$ cat src/rtl/sram_ctrl_pkg.sv
package sram_ctrl_pkg;

  typedef enum logic [2:0] {
    PH_IDLE,
    PH_NULL,
    PH_SETUP,
    PH_ACCESS,
    PH_WTURN,
    PH_WDRIVE,
    PH_RECOV
  } phase_e;

  typedef struct packed {
    logic ce1_n;
    logic ce2;
    logic oe_n;
    logic we_n;
    logic sel;
  } strobe_t;

  function automatic strobe_t strobe_of(phase_e p);
    strobe_t s;
    s = '{ce1_n: 1'b1, ce2: 1'b0, oe_n: 1'b1, we_n: 1'b1, sel: 1'b0};
    case (p)
      PH_SETUP:  s = '{ce1_n: 1'b0, ce2: 1'b1, oe_n: 1'b1, we_n: 1'b1, sel: 1'b1};
      PH_ACCESS: s = '{ce1_n: 1'b0, ce2: 1'b1, oe_n: 1'b0, we_n: 1'b1, sel: 1'b1};
      PH_WTURN,
      PH_WDRIVE: s = '{ce1_n: 1'b0, ce2: 1'b1, oe_n: 1'b1, we_n: 1'b0, sel: 1'b1};
      default:   s = '{ce1_n: 1'b1, ce2: 1'b0, oe_n: 1'b1, we_n: 1'b1, sel: 1'b0};
    endcase
    return s;
  endfunction

endpackage

$ cat src/rtl/sram_phase_timer.sv
module sram_phase_timer #(
  parameter int CNT_W = 6
) (
  input  logic             clk,
  input  logic             rst,
  input  logic             load,
  input  logic [CNT_W-1:0] load_val,
  output logic             last
);
  logic [CNT_W-1:0] remain;

  always_ff @(posedge clk) begin
    if (rst) begin
      remain <= '0;
    end else if (load) begin
      remain <= (load_val == '0) ? CNT_W'(1) : load_val;
    end else if (remain != '0) begin
      remain <= remain - CNT_W'(1);
    end
  end

  assign last = (remain <= CNT_W'(1));
endmodule

$ cat src/rtl/sram_lane_io.sv
module sram_lane_io #(
  parameter int DATA_W = 16,
  parameter int LANES  = DATA_W / 8
) (
  input  logic              clk,
  input  logic              rst,
  input  logic [LANES-1:0]  mask,
  input  logic [DATA_W-1:0] wdata,
  input  logic [DATA_W-1:0] dq_in,
  input  logic              capture,
  input  logic              drive,
  output logic [DATA_W-1:0] dq_out,
  output logic [LANES-1:0]  dq_oe,
  output logic [DATA_W-1:0] rdata
);
  for (genvar g = 0; g < LANES; g++) begin : g_lane
    logic       oe_q;
    logic [7:0] out_q;
    logic [7:0] rd_q;

    always_ff @(posedge clk) begin
      if (rst) begin
        oe_q  <= 1'b0;
        out_q <= '0;
        rd_q  <= '0;
      end else begin
        oe_q  <= drive & mask[g];
        out_q <= wdata[g*8 +: 8];
        if (capture) begin
          rd_q <= mask[g] ? dq_in[g*8 +: 8] : 8'h00;
        end
      end
    end

    assign dq_oe[g]          = oe_q;
    assign dq_out[g*8 +: 8]  = out_q;
    assign rdata[g*8 +: 8]   = rd_q;
  end
endmodule

$ cat src/rtl/sram_ctrl.sv
module sram_ctrl
  import sram_ctrl_pkg::*;
#(
  parameter int ADDR_W = 21,
  parameter int DATA_W = 16,
  parameter int CNT_W  = 6,
  localparam int LANES = DATA_W / 8
) (
  input  logic              clk,
  input  logic              rst,
  input  logic              req_valid,
  output logic              req_ready,
  input  logic [ADDR_W-1:0] req_addr,
  input  logic              req_we,
  input  logic [LANES-1:0]  req_mask,
  input  logic [DATA_W-1:0] req_wdata,
  output logic              rsp_valid,
  output logic [DATA_W-1:0] rsp_rdata,
  input  logic [CNT_W-1:0]  cfg_setup,
  input  logic [CNT_W-1:0]  cfg_access,
  input  logic [CNT_W-1:0]  cfg_turn,
  input  logic [CNT_W-1:0]  cfg_wpulse,
  input  logic [CNT_W-1:0]  cfg_recov,
  output logic [ADDR_W-1:0] mem_addr,
  output logic              mem_ce1_n,
  output logic              mem_ce2,
  output logic              mem_oe_n,
  output logic              mem_we_n,
  output logic              mem_lb_n,
  output logic              mem_ub_n,
  output logic [DATA_W-1:0] mem_dq_out,
  output logic [LANES-1:0]  mem_dq_oe,
  input  logic [DATA_W-1:0] mem_dq_in
);
  phase_e             ph, ph_nxt;
  logic               lat_we;
  logic [LANES-1:0]   lat_mask;
  logic [DATA_W-1:0]  lat_wdata;
  logic               accept;
  logic               ph_last;
  logic               tmr_load;
  logic [CNT_W-1:0]   tmr_val;
  logic [LANES-1:0]   mask_nxt;
  logic               capture;
  logic               drive;
  strobe_t            stb_nxt;

  assign req_ready = (ph == PH_IDLE);
  assign accept    = req_valid & req_ready;

  always_comb begin
    ph_nxt = ph;
    case (ph)
      PH_IDLE:   if (req_valid) ph_nxt = (req_mask == '0) ? PH_NULL : PH_SETUP;
      PH_NULL:   ph_nxt = PH_IDLE;
      PH_SETUP:  if (ph_last) ph_nxt = lat_we ? PH_WTURN : PH_ACCESS;
      PH_ACCESS: if (ph_last) ph_nxt = PH_RECOV;
      PH_WTURN:  if (ph_last) ph_nxt = PH_WDRIVE;
      PH_WDRIVE: if (ph_last) ph_nxt = PH_RECOV;
      PH_RECOV:  if (ph_last) ph_nxt = PH_IDLE;
      default:   ph_nxt = PH_IDLE;
    endcase
  end

  always_comb begin
    case (ph_nxt)
      PH_SETUP:  tmr_val = cfg_setup;
      PH_ACCESS: tmr_val = cfg_access;
      PH_WTURN:  tmr_val = cfg_turn;
      PH_WDRIVE: tmr_val = cfg_wpulse;
      PH_RECOV:  tmr_val = cfg_recov;
      default:   tmr_val = CNT_W'(1);
    endcase
  end

  assign tmr_load = (ph_nxt != ph);

  sram_phase_timer #(.CNT_W(CNT_W)) u_timer (
    .clk      (clk),
    .rst      (rst),
    .load     (tmr_load),
    .load_val (tmr_val),
    .last     (ph_last)
  );

  assign mask_nxt = accept ? req_mask : lat_mask;
  assign stb_nxt  = strobe_of(ph_nxt);
  assign capture  = ((ph == PH_ACCESS) && ph_last) || ((ph == PH_NULL) && !lat_we);
  assign drive    = (ph_nxt == PH_WDRIVE) || (ph == PH_WDRIVE);

  always_ff @(posedge clk) begin
    if (rst) begin
      ph        <= PH_IDLE;
      lat_we    <= 1'b0;
      lat_mask  <= '0;
      lat_wdata <= '0;
      mem_addr  <= '0;
      mem_ce1_n <= 1'b1;
      mem_ce2   <= 1'b0;
      mem_oe_n  <= 1'b1;
      mem_we_n  <= 1'b1;
      mem_lb_n  <= 1'b1;
      mem_ub_n  <= 1'b1;
      rsp_valid <= 1'b0;
    end else begin
      ph        <= ph_nxt;
      if (accept) begin
        lat_we    <= req_we;
        lat_mask  <= req_mask;
        lat_wdata <= req_wdata;
        mem_addr  <= req_addr;
      end
      mem_ce1_n <= stb_nxt.ce1_n;
      mem_ce2   <= stb_nxt.ce2;
      mem_oe_n  <= stb_nxt.oe_n;
      mem_we_n  <= stb_nxt.we_n;
      mem_lb_n  <= ~(stb_nxt.sel & mask_nxt[0]);
      mem_ub_n  <= ~(stb_nxt.sel & mask_nxt[LANES-1]);
      rsp_valid <= capture;
    end
  end

  sram_lane_io #(.DATA_W(DATA_W), .LANES(LANES)) u_lanes (
    .clk     (clk),
    .rst     (rst),
    .mask    (lat_mask),
    .wdata   (lat_wdata),
    .dq_in   (mem_dq_in),
    .capture (capture),
    .drive   (drive),
    .dq_out  (mem_dq_out),
    .dq_oe   (mem_dq_oe),
    .rdata   (rsp_rdata)
  );
endmodule

$ cat config.mk
export PLATFORM = sky130hd
export DESIGN_NAME = sram_ctrl
export DESIGN_NICKNAME = d
export VERILOG_FILES = /design/src/rtl/sram_ctrl_pkg.sv /design/src/rtl/sram_phase_timer.sv /design/src/rtl/sram_lane_io.sv /design/src/rtl/sram_ctrl.sv
export SDC_FILE = /design/constraint.sdc
export NUM_CORES = 1
export LEC_CHECK = 0
export BUFFER_PORTS_ARGS = -buffer_cell sky130_fd_sc_hd__clkbuf_2
export CORE_MARGIN = 3
export CORE_UTILIZATION = 40
export CTS_CLUSTER_DIAMETER = 30
export DETAILED_ROUTE_END_ITERATION = 12
export PLACE_DENSITY = 0.74
export SLEW_MARGIN = 20
export SYNTH_ARGS = -nofsm -noshare
export SYNTH_HDL_FRONTEND = slang
export SYNTH_SLANG_ARGS = --single-unit
$ cat constraint.sdc
create_clock -name clk -period 3.5 [get_ports clk]
set_input_delay 0.7 -clock clk [delete_from_list [all_inputs] [get_ports clk]]
set_output_delay 0.7 -clock clk [all_outputs]
set_load 0.05 [all_outputs]
==> metrics.txt, run 1 <==
TritonCTS buffer count 9; hold crit path type reg -> reg; ranking of synthesized cells by area dfxtp_1 52%, nand2_1 10%, a21oi_1 6.5%; R2R depth 8; fin crit period 2820 ps; clk_skew 6.48 ps; Worst Path Required 3770 ps; initial antenna violation count 0; Final Util 0.537; R2R Path Start u_timer.remain[2]; routed wire length 8.23 mm; Syn-to-layout area delta 28.6%; Clock Tree Buf Depth 2; cell taking the most area after synthesis dfxtp_1; Non-Filler Instances 635; number of synthesized register bits 90; WL/cell 13.0 um; # setup viols final 0; slowest cell on the critical path o32a_1; die footprint 9870 um2; DIE WIDTH 99.3 um; WHS Path Cells 2; CP bufs+invs 0; EDFF count, synth 0; Final Hold Viols 0; Final GP Congestion 0.802; antenna cells 0; ANT nets after route 0; I/O Pins 152; Die Ht 99.3 um; CP cell instances or4_4 > nor2_4 > xnor2_1 > o32a_1 > mux2i_1 > o22ai_1 > or3b_1 > o22ai_1; Max-Cap Viols 0; CP endpoint kind flip-flop; HP Start lat_wdata[15]; Final period util 0.807; H-tree levels 3; hold_buf cts 0; nets@finish 617; layout cells sized above 1 0.347; Crit path max-delay family simple AND/OR/NAND/NOR gates; outcome finished, final reports clean; total power 3.16 mW; grt total ovfl 0; Critical Path AT 3090 ps; CTS tree built; first-pass detailed-route iteration total 4; GR Util All Layers 0.164; DP Wirelength 6.17 mm; row count 33; Setup Crit Path Kind reg -> reg; setup_tns 0 ps; asr flop ratio synth 0; worst reg2reg path endpoint u_timer.remain[0]; hold_ws 452 ps; relative slew slack 0.456; RSZ-0062 raised after global routing false; placed insts 619; core area 8340 um2; fin worst setup slack 677 ps; Ys Warns 0; Remaining DRCs 0; worst ir drop on vdd 345 uV; syn nets 478; Mean Syn Cell Area 9.03 um2; Fmax 0.354 GHz; Slew @ Worst Pin 814 ps; Yosys cell types 43; Slew Viols, Final 0; cell repeated most along the worst path o22ai_1; via count 3087; hold endpoint lat_wdata[15]; post-CTS setup buffers 0; leak pwr 2.10 nW; first-pass GRT wire length 13.3 mm; Clk Latency, worst-skew pair 340 ps; largest net degree at the start of global routing 41; Mapped Area 3480 um2; initial core utilization 0.418; CP peak stage delay 690 ps; clock-pin slew on the worst setup and hold paths 90 ps; flop2flop setup slack 680 ps; CP Launch Type flip-flop; design area 4480 um2; Placed Area 4280 um2; clock sinks 90; Root Driver clkbuf_8; Fill cells 792; proportion of synthesized chip area in sequential cells 0.517; Power Density 705 nW/um2; DR iter-0 viols 85; predominant post-synthesis flop cell dfxtp_1; vias in the first global route 2923; Yosys top cell area share 0.517; Mapped Cells 386; pre-CTS setup slack 702 ps; CP Max Fanout 16; # port buffers 151; vias per cell 4.86; Resized cells post-CTS 0
## metal layers
metal / share of wire / track usage / vias up
li1: - / - / 1570
met1: 0.41 / 0.185 / 1401
met2: 0.49 / 0.291 / 107
met3: 0.086 / 0.0575 / 9
met4: 0.010 / 0.0504 / 0
met5: 0 / 0 / -
## state kept, by name (all words and copies together), names as in the netlist, 2 cells and up
register and count:
mem_addr 21, u_lanes.g_lane.oe_q 2, u_lanes.g_lane.rd_q 16, ph 3
u_timer.remain 6, lat_mask 2, u_lanes.g_lane.out_q 16, lat_wdata 16
## Yosys cell counts, types with 4 or more instances
cell type / instances
clkbuf_1: 21
o21ai_0: 5
dfxtp_1: 90
inv_1: 6
nand2_1: 96
buf_4: 4
nor2_1: 12
mux2_2: 7
o22a_1: 4
mux2i_1: 12
a21oi_1: 45
nor2b_1: 19
a22o_1: 17
xnor2_1: 4
and2_1: 5
## area by class of cell
cell class | count | area [um2] | share of cell area
Inverter | 6 | 22.5 | 0.00503
Clock inverter | 6 | 75.1 | 0.0168
Multi-Input combinational cell | 262 | 1530 | 0.341
Sequential cell | 90 | 1800 | 0.402
Tap cell | 105 | 131 | 0.0293
Timing Repair Buffer | 156 | 793 | 0.177
Clock buffer | 10 | 128 | 0.0285
## worst reg2reg max path, stage by stage, from the launching register on
cell and delay [ps]:
dfxtp_1 370, or4_4 570, nor2_4 130, xnor2_1 120, o32a_1 690, mux2i_1 270
o22ai_1 120, or3b_1 360, o22ai_1 110
## cell usage in the layout (no fill, tap or decap), types with 3 or more instances in the layout
cell	Yosys	routed
inv_1	6	6
ha_1	3	3
o21ai_0	5	5
nor2b_1	19	19
clkbuf_2	0	151
and2_1	5	5
dfxtp_1	90	90
clkbuf_8	0	9
a22o_1	17	17
nor2_1	12	12
buf_4	4	5
nand2_1	96	96
mux2_2	7	7
a21oi_1	45	45
xnor2_1	4	4
nand2b_1	3	3
o22a_1	4	4
mux2i_1	12	12
## cells by family (layout without fill, tap and decap cells)
logic type / after synthesis / in the layout / synth area share
AO/OA/AOI/OAI: 86 / 86 / 0.163
XOR/XNOR: 6 / 6 / 0.0151
adder cells (fa/ha/maj): 3 / 3 / 0.0108
buffers and inverters: 34 / 178 / 0.0438
flip-flops: 90 / 90 / 0.517
multiplexers: 19 / 19 / 0.0571
AND/OR/NAND/NOR: 148 / 148 / 0.193
## power by group
part | switching [mW] | total, mW | internal, mW | leakage, nW
sequential | 0.0877 | 1.24 | 1.15 | 0.735
combinational | 0.767 | 1.21 | 0.442 | 1.26
clock | 0.367 | 0.708 | 0.340 | 0.0990
total | 1.22 | 3.16 | 1.94 | 2.10
## worst max path at each step
stage | start | to | slack (ps) | cells after the start
after global routing | u_timer.remain[2] | u_timer.remain[2] | 480 | 8
after detailed placement | u_timer.remain[2] | u_timer.remain[0] | 700 | 8
after global placement | u_timer.remain[2] | u_timer.remain[0] | 790 | 8
final | u_timer.remain[2] | u_timer.remain[0] | 680 | 8
after floorplan | ph[1] | u_timer.remain[2] | 750 | 10
after CTS | u_timer.remain[2] | u_timer.remain[0] | 680 | 8
No activity file was read; power rests on OpenSTA's default activity.
==> run 2, diff against run 1 <==
--- a/config.mk
+++ b/config.mk
@@ -5,12 +5,13 @@
 export SDC_FILE = /design/constraint.sdc
 export NUM_CORES = 1
 export LEC_CHECK = 0
+export ABC_AREA = 1
 export BUFFER_PORTS_ARGS = -buffer_cell sky130_fd_sc_hd__clkbuf_2
 export CORE_MARGIN = 3
 export CORE_UTILIZATION = 40
 export CTS_CLUSTER_DIAMETER = 30
 export DETAILED_ROUTE_END_ITERATION = 12
-export PLACE_DENSITY = 0.74
+export PLACE_DENSITY = 0.76
 export SLEW_MARGIN = 20
 export SYNTH_ARGS = -nofsm -noshare
 export SYNTH_HDL_FRONTEND = slang
==> constraint.sdc (replaced) <==
create_clock -name clk -period 2.29 [get_ports clk]
set_input_delay 0.458 -clock clk [delete_from_list [all_inputs] [get_ports clk]]
set_output_delay 0.458 -clock clk [all_outputs]
set_load 0.05 [all_outputs]
==> run 2 against run 1 <==
Effect of this change: non-clock buffer count up 16; clock-buffer cell count unchanged; clock power up 64%; synthesized area up 7.5%; sequential share of layout area down 4.4 points; first-iteration DRC count up 120%; design area up 13%; critical path depth up 9; die area up 7.0%.
==> metrics.txt, run 2 <==
outcome finished, final reports clean; Worst Path Required 2520 ps (-1250 ps); relative slew slack 0.657 (+0.201); Most flops, register mem_addr; Largest register FFs 21 (unchanged); H-tree levels 3 (unchanged); hold_ws 326 ps (-126 ps); leak pwr 2.47 nW (+18%); flop2flop setup slack 50 ps (-630 ps); GR Util All Layers 0.184 (+0.0196); Crit path max-delay family simple AND/OR/NAND/NOR gates; layout cells sized above 1 0.393 (+0.0460); DP Wirelength 7.25 mm (+18%); Final Hold Viols 0 (unchanged); ANT nets after route 0 (unchanged); Setup Crit Path Kind reg -> reg; Final GP Congestion 0.858 (+7.0%); worst reg2reg path endpoint u_timer.remain[1]; CP Max Fanout 7 (-9); total power 5.74 mW (+82%); routed wire length 10.1 mm (+23%); fin worst setup slack 46.1 ps (-631 ps); Slew Viols, Final 0 (unchanged); row count 34 (+3.0%); CP Launch Type flip-flop; Die Ht 103 um (+3.5%); asr flop ratio synth 0 (unchanged); # setup viols final 0 (unchanged); antenna cells 0 (unchanged); ranking of synthesized cells by area dfxtp_1 48%, nor2_1 7.9%, o21ai_0 6.0%; R2R Path Start u_timer.remain[0]; Final Util 0.568 (+0.0308); WL/cell 13.5 um (+4.5%); FF+latch area 1810 um2 (+0.35%); clk_skew 13.0 ps (+6.50 ps); initial core utilization 0.421 (+0.00354); Yosys cell types 34 (-21%); Setup crit end u_timer.remain[1]; first-pass detailed-route iteration total 5 (+1); predominant post-synthesis flop cell dfxtp_1; Placed Area 4600 um2 (+7.6%); Critical Path Stages 17 (+9); Clock Tree Buf Depth 2 (unchanged); clock sinks 90 (unchanged); initial antenna violation count 0 (unchanged); grt total ovfl 0 (unchanged); core area 8890 um2 (+6.6%); fin crit period 2240 ps (-579 ps); I/O Pins 152 (unchanged); Ys Warns 0 (unchanged); Yosys top cell area share 0.481 (-0.0361); pre-CTS setup slack -101 ps (-804 ps); RSZ-0062 raised after global routing true; clock-pin slew on the worst setup and hold paths 100 ps (about the same); hold crit path type in -> reg; most common cell after layout, fill and taps aside clkbuf_2; most frequent cells after synthesis 90 x dfxtp_1, 79 x nor2_1, 59 x nand2_1, 45 x o21ai_0, 39 x a21oi_1; number of synthesized register bits 90 (unchanged); DIE WIDTH 103 um (+3.5%); design area 5050 um2 (+13%); # port buffers 151 (unchanged); CP bufs+invs 5 (+5); CTS tree built; vias in the first global route 3560 (+22%); Remaining DRCs 0 (unchanged); Syn-to-layout area delta 34.8%; first-pass GRT wire length 15.5 mm (+17%); worst ir drop on vdd 720 uV (+110%); nets@finish 728 (+18%); DR iter-0 viols 185 (+120%); Non-Filler Instances 749 (+18%); setup_tns 0 ps (unchanged); Root Driver clkbuf_8; most frequent cells in the layout 151 x clkbuf_2, 87 x dfxtp_1, 77 x nor2_1; syn nets 571 (+19%); Clk Latency, worst-skew pair 350 ps (about the same); CP cell instances inv_4 > ha_4 > inv_2 > nand2_4 > inv_2 > nor2_4 > nand4_1 > nand4_4 > buf_6 > nand2_4 > inv_4 > nand2_1 > nand2_1 > o21ai_1 > o21ai_0 > a21oi_1 > nor2_1; Slew @ Worst Pin 514 ps (-301 ps); via count 3736 (+21%); slowest cell on the critical path dfxtp_4; Mapped Cells 479 (+24%); Final period util 0.980 (+0.173); Critical Path AT 2470 ps (-620 ps); Fill cells 817 (+3.2%); R2R depth 17 (+9); Power Density 1140 nW/um2 (+61%); Mean Syn Cell Area 7.82 um2 (-13%); largest net degree at the start of global routing 36 (-12%); EDFF count, synth 0 (unchanged); CP peak stage delay 390 ps (-300 ps); die footprint 10600 um2 (+7.0%); Worst Setup SP u_timer.remain[0]; vias per cell 4.99 (+2.6%); cell taking the most area after synthesis dfxtp_1; hold_buf cts 0 (unchanged); multi-input logic area 1770 um2 (+16%); Max-Cap Viols 0 (unchanged); placed insts 724 (+17%); proportion of synthesized chip area in sequential cells 0.481 (-0.0361); count leader, synth dfxtp_1; CP endpoint kind flip-flop; Fmax 0.446 GHz (+26%); Mapped Area 3750 um2 (+7.5%); TritonCTS buffer count 9 (unchanged)
run 2: cell count changes in the layout (fill, tap and decap cells not counted), sizes merged, moves of 7 or more:
cell / change
a22o: -17
buf: +16
inv: +38
mux2: -7
mux2i: -12
nand2: -28
nand3: +36
nand4: +15
nor2: +79
nor2b: -19
o21ai: +44
run 2: logic make-up (layout without fill, tap and decap cells):
| family | Yosys count | after routing | share of synthesized area |
|---|---|---|---|
| AND/OR/NAND/NOR | 219 | 219 | 0.287 |
| AO/OA/AOI/OAI | 91 | 91 | 0.126 |
| XOR/XNOR | 6 | 6 | 0.0140 |
| adder cells (fa/ha/maj) | 3 | 3 | 0.0100 |
| flip-flops | 90 | 90 | 0.481 |
| buffers and inverters | 70 | 232 | 0.0822 |
run 2: worst min-delay path by stage:
| stage | depth (start not counted) | end | start |
|---|---|---|---|
| after floorplan | 2 | u_lanes.g_lane[0].out_q[0] | lat_wdata[0] |
| after CTS | 3 | mem_addr[19] | req_addr[19] |
| final | 3 | mem_addr[2] | req_addr[2] |
| after detailed placement | 2 | u_lanes.g_lane[1].out_q[4] | lat_wdata[12] |
| after global routing | 3 | mem_addr[19] | req_addr[19] |
| after global placement | 2 | u_lanes.g_lane[1].out_q[4] | lat_wdata[12] |
run 2: power breakdown:
| part | switching, mW | total [mW] | leakage (nW) | internal [mW] |
|---|---|---|---|---|
| Sequential | 0.162 | 1.99 | 0.740 | 1.83 |
| Clock | 0.598 | 1.16 | 0.109 | 0.561 |
| Combinational | 1.76 | 2.60 | 1.62 | 0.840 |
| Total | 2.52 | 5.74 | 2.47 | 3.23 |
run 2: final cells by class:
type / instances / area share
Tap cell: 108 / 0.0268
Clock inverter: 6 / 0.0159
Inverter: 44 / 0.0352
Sequential cell: 90 / 0.358
Clock buffer: 10 / 0.0272
Multi-Input combinational cell: 319 / 0.351
Timing Repair Buffer: 172 / 0.186
run 2: metal layers:
layer | vias up | track usage | routed length [um] | part of all wire
met5 | - | 0 | 0 | 0
met4 | 0 | 0.0747 | 279 | 0.028
met3 | 31 | 0.0575 | 869 | 0.086
met2 | 166 | 0.320 | 4970 | 0.49
met1 | 1672 | 0.209 | 4030 | 0.40
li1 | 1867 | - | - | -
run 2: what timing repair did:
item                       in CTS  in global routing
setup buffers                   0                 10
pin swaps                       0                 23
gates resized for setup         8                 37
setup endpoints to repair       4                  6
run 2: worst reg2reg max path: stages, from the launching register on:
cell and delay (ps):
dfxtp_4 390, inv_4 40, ha_4 150, inv_2 60, nand2_4 60, inv_2 70
nor2_4 50, nand4_1 180, nand4_4 220, buf_6 180, nand2_4 50, inv_4 50
nand2_1 60, nand2_1 70, o21ai_1 150, o21ai_0 100, a21oi_1 170, nor2_1 60
==> run 3, diff against run 2 <==
--- a/config.mk
+++ b/config.mk
@@ -12,6 +12,7 @@
 export CTS_CLUSTER_DIAMETER = 30
 export DETAILED_ROUTE_END_ITERATION = 12
 export PLACE_DENSITY = 0.76
+export SETUP_SLACK_MARGIN = 0.15
 export SLEW_MARGIN = 20
 export SYNTH_ARGS = -nofsm -noshare
 export SYNTH_HDL_FRONTEND = slang
==> run 3 against run 2 <==
Effect of this change: sequential share of layout area down 0.16 points; total power grew 1.6%; critical path depth shrank 2; clock skew is 1.7 ps lower; design area up 0.59%; non-clock buffer count grew 4; clock-buffer cell count is the same; sequential power about the same; flip-flop and latch count unchanged; first-iteration DRC count fell by 2.7%.
==> metrics.txt, run 3 (synthesis gave the netlist of run 2 again) <==
Root Driver clkbuf_8; clock sinks 90 (unchanged); initial core utilization 0.421 (unchanged); RSZ-0062 raised after global routing true; Clock Tree Buf Depth 2 (unchanged); # port buffers 151 (unchanged); clock-pin slew on the worst setup and hold paths 90 ps (about the same); # setup viols final 0 (unchanged); DR iter-0 viols 180 (-2.7%); Most flops, register mem_addr; relative slew slack 0.658 (+0.00108); layout cells sized above 1 0.394 (+0.000663); TritonCTS buffer count 9 (unchanged); Slew @ Worst Pin 512 ps (-1.62 ps); WL/cell 13.3 um (-1.6%); most common cell after layout, fill and taps aside clkbuf_2; vias in the first global route 3644 (+2.4%); Setup Crit Path Kind reg -> reg; outcome finished, final reports clean; first-pass detailed-route iteration total 5 (unchanged); fin worst setup slack 95.6 ps (+49.5 ps); Remaining DRCs 0 (unchanged); antenna cells 0 (unchanged); R2R depth 15 (-2); WHS Path Cells 3 (unchanged); Max-Cap Viols 0 (unchanged); hold endpoint mem_addr[19]; Power Density 1150 nW/um2 (+0.99%); DIE WIDTH 103 um (unchanged); HP Start req_addr[19]; Clk Latency, worst-skew pair 350 ps (about the same); slowest cell on the critical path dfxtp_1; row count 34 (unchanged); CP endpoint kind flip-flop; fin crit period 2190 ps (-49.5 ps); Final GP Congestion 0.858 (unchanged); worst reg2reg path endpoint u_timer.remain[0]; CP Max Fanout 7 (unchanged); vias per cell 4.89 (-2.0%); most frequent cells in the layout 151 x clkbuf_2, 87 x dfxtp_1, 77 x nor2_1; CP peak stage delay 480 ps (+90 ps); routed wire length 10.0 mm (-1.0%); largest net degree at the start of global routing 36 (unchanged); Worst Path Required 2570 ps (+50 ps); cell repeated most along the worst path nand2_1; initial antenna violation count 0 (unchanged); pre-CTS setup slack -101 ps (unchanged); Die Ht 103 um (unchanged); R2R Path Start ph[1]; design area 5080 um2 (+0.59%); first-pass GRT wire length 15.8 mm (+2.2%); CP cell instances inv_2 > nor2_2 > nand2_1 > nand2_2 > nand2_2 > nand3_1 > nor2_1 > buf_4 > nand4_1 > nand3_1 > nor2_2 > nand2_1 > o21bai_1 > nand2_1 > a21oi_1; Fmax 0.456 GHz (+2.3%); flop2flop setup slack 100 ps (+50 ps); leak pwr 2.49 nW (+0.97%); clk_skew 11.3 ps (-1.71 ps); ANT nets after route 0 (unchanged); Final Hold Viols 0 (unchanged); CP Launch Type flip-flop; CTS tree built; nets@finish 732 (+0.55%); via count 3680 (-1.5%); H-tree levels 3 (unchanged); Placed Area 4600 um2 (unchanged); worst ir drop on vdd 712 uV (-1.2%); DP Wirelength 7.25 mm (unchanged); Fill cells 826 (+1.1%); die footprint 10600 um2 (unchanged); Final period util 0.958 (-0.0216); I/O Pins 152 (unchanged); hold crit path type in -> reg; Largest register FFs 21 (unchanged); core area 8890 um2 (unchanged); grt total ovfl 0 (unchanged); setup_tns 0 ps (unchanged); Syn-to-layout area delta 35.6%; Slew Viols, Final 0 (unchanged); Critical Path AT 2470 ps (about the same); GR Util All Layers 0.188 (+0.00367)
==> run 3: final cells by class <==
cell class	count	area (um2)	area share
flip-flops and latches	90	1810	0.356
multi-input cells	319	1760	0.347
well taps	108	135	0.0266
inverters	44	178	0.0350
repair buffers	176	976	0.192
clock buffers	10	138	0.0271
clock inverters	6	80.1	0.0158
==> run 3: how the worst max path moves through the flow <==
stage                                 start                 to  cells after the start
after floorplan           u_timer.remain[0]  u_timer.remain[4]                     16
after global placement    u_timer.remain[0]  u_timer.remain[0]                     15
after detailed placement  u_timer.remain[0]  u_timer.remain[0]                     15
after CTS                 u_timer.remain[0]  u_timer.remain[0]                     17
after global routing      u_timer.remain[0]  u_timer.remain[0]                     17
final                                 ph[1]  u_timer.remain[0]                     15
==> run 3: what timing repair did <==
item	CTS	global route
setup endpoints to repair	8	6
cloned	0	0
buffers inserted	8	5
hold buffers	0	0
gates resized for setup	31	13
pin swaps	17	15
==> run 3: layer usage <==
layer	vias to the layer above	track usage	wire length, um
met5	-	0	0
met4	0	0.0737	175
met3	15	0.0589	741
met2	137	0.328	5120
met1	1659	0.213	4000
li1	1869	-	-
==> run 3: critical path, delay by kind of cell, from the launching register on <==
kind	cells	cell delay, ps
AOI/OAI and AO/OA	2	250
and+or+nand+nor	11	1120
DFF	1	480
buffers and inverters	2	270
==> run 3: through the flow <==
step	power (mW)	hold slack (ps)	std cells	util
finish	5.84	329	753	0.571
global placement	4.24	414	724	0.518
floorplan	3.75	410	479	-
detailed placement	4.31	424	724	0.518
global route	6.21	325	753	0.571
CTS	5.72	309	748	0.562
==> run 3: power by group <==
group | total, mW | internal, mW | switching (mW)
logic | 2.69 | 0.915 | 1.77
clock network | 1.16 | 0.561 | 0.595
registers | 1.99 | 1.83 | 0.164
total | 5.84 | 3.30 | 2.53
